==> src/rtl/frst_pkg.sv <==
package frst_pkg;

    localparam int CNT_W      = 10;
    localparam int ALIGN_W    = 4;
    localparam int HALF_LINE  = 384;
    localparam int ALIGN_STEP = 12;
    localparam int SYNC_DEPTH = 2;
    localparam int N_CHAN     = 2;

    typedef enum logic [0:0] {
        CH_HORIZ = 1'b0,
        CH_VERT  = 1'b1
    } chan_e;

    // Conditioned sync channel: level after polarity, plus rising-edge pulse
    typedef struct packed {
        logic level;
        logic rise;
    } sync_sig_t;

    typedef struct packed {
        logic [CNT_W:0] open_at;
        logic [CNT_W:0] close_at;
    } win_bounds_t;

    function automatic win_bounds_t calc_bounds(input logic [ALIGN_W-1:0] align);
        win_bounds_t b;
        logic [CNT_W:0] shift;
        shift      = (CNT_W+1)'(align) * (CNT_W+1)'(ALIGN_STEP);
        b.open_at  = shift;
        b.close_at = shift + (CNT_W+1)'(HALF_LINE);
        return b;
    endfunction

endpackage

==> src/rtl/frst_sync_edge.sv <==
module frst_sync_edge
    import frst_pkg::*;
#(
    parameter int STAGES = SYNC_DEPTH
) (
    input  logic      clk,
    input  logic      rst,
    input  logic      raw_i,
    input  logic      invert_i,
    output sync_sig_t sig_o
);

    logic [STAGES-1:0] chain_q;
    logic              prev_q;
    logic              level;

    generate
        if (STAGES == 1) begin : g_single
            always_ff @(posedge clk) begin
                if (rst) chain_q <= '0;
                else     chain_q <= raw_i;
            end
        end else begin : g_multi
            always_ff @(posedge clk) begin
                if (rst) chain_q <= '0;
                else     chain_q <= {chain_q[STAGES-2:0], raw_i};
            end
        end
    endgenerate

    assign level = chain_q[STAGES-1] ^ invert_i;

    // previous level starts high so that leaving reset never looks like an edge
    always_ff @(posedge clk) begin
        if (rst) prev_q <= 1'b1;
        else     prev_q <= level;
    end

    always_comb begin
        sig_o.level = level;
        sig_o.rise  = level & ~prev_q;
    end

endmodule

==> src/rtl/frst_line_counter.sv <==
module frst_line_counter
    import frst_pkg::*;
#(
    parameter int WIDTH = CNT_W
) (
    input  logic             clk,
    input  logic             rst,
    input  logic             restart_i,
    output logic [WIDTH-1:0] count_o
);

    localparam logic [WIDTH-1:0] TOP = {WIDTH{1'b1}};

    logic [WIDTH-1:0] cnt_q;

    always_ff @(posedge clk) begin
        if (rst) begin
            cnt_q <= TOP;
        end else if (restart_i) begin
            cnt_q <= '0;
        end else if (cnt_q != TOP) begin
            cnt_q <= cnt_q + 1'b1;
        end
    end

    assign count_o = cnt_q;

endmodule

==> src/rtl/frst_half_window.sv <==
module frst_half_window
    import frst_pkg::*;
#(
    parameter int WIDTH = CNT_W,
    parameter int AW    = ALIGN_W
) (
    input  logic [WIDTH-1:0] count_i,
    input  logic [AW-1:0]    align_i,
    output logic             window_o
);

    win_bounds_t    bounds;
    logic [CNT_W:0] cnt_ext;

    always_comb begin
        bounds   = calc_bounds(ALIGN_W'(align_i));
        cnt_ext  = (CNT_W+1)'(count_i);
        window_o = (cnt_ext >= bounds.open_at) && (cnt_ext < bounds.close_at);
    end

endmodule

==> src/rtl/frame_reset_gen.sv <==
module frame_reset_gen
    import frst_pkg::*;
(
    input  logic               clk,
    input  logic               rst,
    input  logic               hsync_in,
    input  logic               vsync_in,
    input  logic               hpol_i,
    input  logic               vpol_i,
    input  logic [ALIGN_W-1:0] align_i,
    output logic               frame_rst_o,
    output logic               window_o,
    output logic [CNT_W-1:0]   count_o
);

    logic      raw_vec [N_CHAN];
    logic      inv_vec [N_CHAN];
    sync_sig_t chan_sig[N_CHAN];

    logic h_rise;
    logic v_rise;
    logic win;
    logic frame_q;

    always_comb begin
        raw_vec[CH_HORIZ] = hsync_in;
        raw_vec[CH_VERT]  = vsync_in;
        inv_vec[CH_HORIZ] = hpol_i;
        inv_vec[CH_VERT]  = vpol_i;
    end

    generate
        for (genvar c = 0; c < N_CHAN; c++) begin : g_chan
            frst_sync_edge #(.STAGES(SYNC_DEPTH)) u_sync (
                .clk      (clk),
                .rst      (rst),
                .raw_i    (raw_vec[c]),
                .invert_i (inv_vec[c]),
                .sig_o    (chan_sig[c])
            );
        end
    endgenerate

    assign h_rise = chan_sig[CH_HORIZ].rise;
    assign v_rise = chan_sig[CH_VERT].rise;

    frst_line_counter #(.WIDTH(CNT_W)) u_cnt (
        .clk       (clk),
        .rst       (rst),
        .restart_i (h_rise),
        .count_o   (count_o)
    );

    frst_half_window #(.WIDTH(CNT_W), .AW(ALIGN_W)) u_win (
        .count_i  (count_o),
        .align_i  (align_i),
        .window_o (win)
    );

    always_ff @(posedge clk) begin
        if (rst) frame_q <= 1'b0;
        else     frame_q <= v_rise & win;
    end

    assign frame_rst_o = frame_q;
    assign window_o    = win;

endmodule

==> config.mk <==
export PLATFORM = sky130hd
export DESIGN_NAME = frame_reset_gen
export DESIGN_NICKNAME = d
export VERILOG_FILES = /design/src/rtl/frst_pkg.sv /design/src/rtl/frst_sync_edge.sv /design/src/rtl/frst_line_counter.sv /design/src/rtl/frst_half_window.sv /design/src/rtl/frame_reset_gen.sv
export SDC_FILE = /design/constraint.sdc
export NUM_CORES = 1
export LEC_CHECK = 0
export ABC_AREA = 1
export BUFFER_PORTS_ARGS = -buffer_cell sky130_fd_sc_hd__buf_2
export CAP_MARGIN = 20
export CORE_MARGIN = 5
export CORE_UTILIZATION = 36
export CTS_BUF_LIST = sky130_fd_sc_hd__clkbuf_8 sky130_fd_sc_hd__clkbuf_16
export DETAILED_ROUTE_END_ITERATION = 8
export HOLD_SLACK_MARGIN = 0.02
export PLACE_DENSITY_LB_ADDON = 0.15
export RECOVER_POWER = 50
export SLEW_MARGIN = 20
export SYNTH_ARGS = -nofsm -noshare
export SYNTH_HDL_FRONTEND = slang
export SYNTH_HIERARCHICAL = 1
export SYNTH_SLANG_ARGS = --single-unit
export TNS_END_PERCENT = 1
==> constraint.sdc <==
create_clock -name clk -period 2.1 [get_ports clk]
set_input_delay 0.105 -clock clk [delete_from_list [all_inputs] [get_ports clk]]
set_output_delay 0.105 -clock clk [all_outputs]
set_load 0.005 [all_outputs]
* Yosys cells after proc, flatten, opt, wreduce, memory -nomap -nowiden *
Cells that the tools add are included.

word-level totals
  register bits after elaboration = 17
  bits of input ports = 10
  output and inout bits = 12
  word-level logic and storage cells = 23

cells by class
  add/subtract/negate cells = 2
  multiply operators = 1
  magnitude comparators = 2
  equality and inequality tests = 1
  muxes and demuxes = 2
  bitwise gates (word level) = 7
  reduce and logical (&&, ||, !) cells = 2

operators by type and width
  operator               number
  $mux 10                2
  $lt 10x11->1           1
  $add 10x1->10 const B  1
  $add 8x9->10 const B   1
  $ge 10x8->1            1
  $ne 10x10->1 const B   1
  $mul 4x2->6 const B    1
  $and 1x1->1            3
  $not 1->1              2
  $reduce_bool 2->1      1
  $xor 1x1->1            2
  $logic_and 1x1->1      1

* Depth between registers and ports, before layout *
  depth in word-level cells = 5
  depth in mapped cells = 16
  gate-level depth less buffers = 16

* Cells and area by module *
The synthesis kept the hierarchy.

by module, submodules not included
  module             times used  cells an instance  area each (um^2)  seq. area each (um^2)
  frst_line_counter  1           75                 523.0             200.2
  frst_half_window   1           62                 400.4             0.0
  frst_sync_edge     2           17                 121.4             60.1
  frame_reset_gen    1           3                  30.0              20.0

* Least setup slack after synthesis *
No wires, ideal clock.

  path kind = input -> register
  start point = input port align_i[0]
  end point = register frame_q (netlist: frame_rst_o)
  library setup time = 62 ps
  data arrival time = 1757 ps
  required time = 2038 ps
  slack = 281 ps
  cell stages on the path = 16
  path buffers = 0
  path through = ha_1 inv_1 fa_1 inv_1 a21oi_1 inv_1 ha_1 nand2_1 nand2_1 nand2_1 nand2_1 nor2_2 nand2_1 nor2_1 nand2_1 nor2_2

on the way
  longest elaborated chain between the ends = 5
  elaborated cells on any way between the ends = 6
  those cells by class = add/sub (1); mul (1); order compare (2); bitwise (1); reduce/logical (1)

RTL lines
  what                   RTL line                RTL
  start, declared        frame_reset_gen.sv:10   input logic [ALIGN_W-1:0] align_i,
  $mul 4x2->6 (*)        frst_pkg.sv:29          shift = (CNT_W+1)'(align) * (CNT_W+1)'(ALIGN_STEP);
  $add 8x9->10           frst_pkg.sv:31          b.close_at = shift + (CNT_W+1)'(HALF_LINE);
  $lt 10x11->1           frst_half_window.sv:18  window_o = (cnt_ext >= bounds.open_at) && (cnt_ext < bounds.close_at);
  $logic_and 1x1->1 (*)  frst_half_window.sv:18
  net window_o           frame_reset_gen.sv:12   output logic window_o,
  $and 1x1->1 (*)        frame_reset_gen.sv:62   else frame_q <= v_rise & win;
  end signal, assigned   frame_reset_gen.sv:62
  end, declared          frame_reset_gen.sv:23   logic frame_q;

The timed path passes the listed nets; every way through them passes the cells marked *.
A chain may end at the register's enable or synchronous reset.

* Worst setup path after layout *
  start point = input port align_i[1]
  end point = output port window_o

on the way
  longest elaborated chain between the ends = 4
  elaborated cells on any way between the ends = 5
  those cells by class = add/sub (1); mul (1); order compare (2); reduce/logical (1)

RTL lines
  what                   RTL line
  $mul 4x2->6 (*)        frst_pkg.sv:29
  $add 8x9->10           frst_pkg.sv:31
  $lt 10x11->1           frst_half_window.sv:18
  $logic_and 1x1->1 (*)  frst_half_window.sv:18
  end, declared          frame_reset_gen.sv:12

Mark *: on every way between the ends. The rest lies on a longest branch, timed or not.

==> metrics.md <==
| Metric | Value |
|---|---|
| Clock Power Share | `between 10 and 15%` |
| Crit-path slowest cell | `fa_2` |
| Final core utilization | `between 40% and 50%` |
| Root buffer cell | `clkbuf_8` |
| Pleak | `0.771 nW` |
| GRT busiest layer | `met2` |
| Die ar. | `4500 um2` |
| Syn Std Cell Area | `about 1200 um2` |
| Critical path launch point | `align_i[1]` |
| Cell depth of the worst flop-to-flop path | `10` |
| Vias per cell | `~4.5` |
| Worst reg2reg path startpoint | `u_cnt/count_o[7]` |
| Starting density of the core | `around two fifths` |
| Detailed-route DRC error count | `0` |
| Antenna-violating nets left | `0` |
| Vias | `1090` |
| Sequential fraction of design power | `31.5%` |
| Total Neg Setup Slack | `0 ns` |
| TritonCTS clock tree | `yes` |
| Met1 Track Usage GR | `about 14%` |
| Buf/Inv on CP | `6` |
| Clock sink count | `17` |
| TritonCTS buffer count | `3` |
| Met2 GRT Util | `around a fifth` |
| DP HPWL | `slightly below 2 mm` |
| Crit Path Class | `primary input to primary output` |
| Critical Path Fanout Max | `3` |
| Fin. max-slew vios | `0` |
| Final Hold Vio Count | `0` |
| Average wire per standard cell | `~11 um` |
| Core area | `about 3000 um2` |
| CTS H-tree depth | `1` |
| Net Switching | `0.752 mW` |
| Largest net degree at the start of global routing | `11` |
| Initial DRC count | `16` |
| Post-Syn Area per Cell | `about 6.9 um2` |
| Synth Warn # | `6` |
| Row Count | `20` |
| WP data arrival | `1.86 ns` |
| Area Overhead vs Synth | `26.5%` |
| CP Capture Point | `window_o` |
| CP Cell Sequence | `buf_6 > ha_4 > inv_2 > fa_2 > inv_2 > a21oi_4 > inv_2 > ha_4 > inv_2 > nand2_2 > nand3_2 > nor2_2 > nor2_2 > nand2_1 > nor2_2 > buf_2` |
| Sw Ratio | `around 45%` |
| Crit path max-delay family | `adder cells` |
| Most used cell, CP | `inv_2` |
| Setup crit start kind | `primary input` |
| Worst R2R Setup Slack | `roughly 0.66 ns` |
| Max_cap viols | `0` |
| Internal power | `0.914 mW` |
| Total gr overflow | `0` |
| Worst skew pair latency | `~0.25 ns` |
| Gr usage total | `around 12%` |
| IO Pins | `22` |
| Overall routed net length | `around 2.5 mm` |
| Worst Tran Pin Value | `roughly 0.35 ns` |
| Clk slew on worst S/H paths | `~0.07 ns` |
| Nets | `between 200 and 250` |
| Net count after synthesis | `195` |
| Clk buf depth | `2` |
| Power per Cell Area | `1120 nW/um2` |
| Worst vdd ir | `roughly 530 uV` |
| Critical Path Stages | `16` |
| Slew headroom | `about three quarters` |
| Die height | `67.1 um` |
| Antenna violations before repair | `0` |
| Crit end category | `primary output` |
| Synth Instances | `170` |
| Layout Skew | `0.000520 ns` |
| CP max stage delay | `just over 0.4 ns` |
| Min Hold Slack | `around 0.053 ns` |
| Die width | `67.1 um` |
| Layout cell share with drive strength beyond 1 | `27.4%` |
| Routing usage on met3 | `under 10%` |
| Tcrit/Tclk final | `a little over nine tenths` |
| FMAX | `about 0.51 GHz` |
| Outcome | `complete, no violations` |
| Ant diodes | `0` |
| Minimum clock period | `slightly below 2 ns` |
| Combinational power share | `between 50% and 60%` |
| IO buf count | `21` |
| Placer Congestion | `around 0.84` |
| CP Data Required Time | `2.00 ns` |
| Vias in the first global route | `1034` |
| Final setup fails | `0` |
| R2r endpoint | `frame_rst_o` |
| Drt first pass iters | `4` |
| Worst hold-check path type | `primary input to flop` |
| First-pass GRT wire length | `approximately 4.2 mm` |
[area by class of cell]
type	count	area, um2
Multi-Input combinational cell	115	771
Tap cell	44	55.1
Inverter	38	143
Fill cell	323	1590
Clock inverter	1	5.00
Clock buffer	3	41.3
Sequential cell	17	340
Timing Repair Buffer	23	130
[registers in the layout (all words and copies together) (netlist names)]
signal / count
g_chan.u_sync/prev_q: 2
frame_rst_o: 1
u_cnt/count_o: 10
g_chan.u_sync/chain_q: 4
[stage by stage]
stage | worst slack (ns) | cell area, um2 | instances | power (mW)
after floorplan | 0.281 | 1170 | 170 | 1.12
after global placement | 0.0656 | 1330 | 235 | 1.33
after detailed placement | -0.0683 | 1330 | 235 | 1.36
after CTS | 0.0235 | 1380 | 239 | 1.61
after global routing | -0.0100 | 1490 | 241 | 1.87
final | 0.134 | 1490 | 241 | 1.67
[cells in the final DEF, fill, tap and decap left out, types with 3 or more instances in the layout]
master / count
clkbuf_1: 4
buf_2: 14
nand2_1: 39
inv_2: 6
nand2_2: 4
ha_4: 4
nor2_2: 9
ha_1: 10
buf_6: 3
dfxtp_1: 17
nor2_1: 11
inv_1: 31
nand3_1: 15
clkbuf_8: 3
a21oi_1: 5
[power by group through the flow]
stage | Clock (mW) | Sequential, mW | Combinational (mW)
3_3_place_gp | 0 | 0.516 | 0.812
3_5_place_dp | 0 | 0.520 | 0.835
4_1_cts | 0.253 | 0.513 | 0.840
5_1_grt | 0.271 | 0.548 | 1.05
2_1_floorplan | 0 | 0.506 | 0.614
6_report | 0.242 | 0.524 | 0.899
[how the worst min path moves through the flow]
| stage | from | to | slack, ns | cells past startpoint |
|---|---|---|---|---|
| 6_report | hsync_in | g_chan[0].u_sync/chain_q[0] | 0.05 | 3 |
| 5_1_grt | vsync_in | g_chan[1].u_sync/chain_q[0] | 0.06 | 3 |
| 4_1_cts | hsync_in | g_chan[0].u_sync/chain_q[0] | 0.05 | 3 |
| 3_5_place_dp | hsync_in | g_chan[0].u_sync/chain_q[0] | 0.31 | 3 |
| 3_3_place_gp | hsync_in | g_chan[0].u_sync/chain_q[0] | 0.31 | 3 |
| 2_1_floorplan | rst | frame_rst_o | 0.17 | 1 |
[metal layers]
layer  vias to the layer above  part of all wire (%)
met4                         0                   1.1
li1                        575                     -
met1                       494                    43
met2                        17                    52
met3                         4                   3.8
met5                         -                     0
[what timing repair did]
item,in CTS,in global routing
pin swaps,0,9
setup buffers,0,2
endpoints found under the hold margin,0,0
setup endpoints to repair,1,1
resized for setup,1,22
hold buffers,0,0
[tightest hold or removal path, delay by kind of cell]
family        cells  cell delay (ns)
buf+inv           2             0.10
simple gates      1             0.06
No activity file was read; power rests on OpenSTA's default activity.
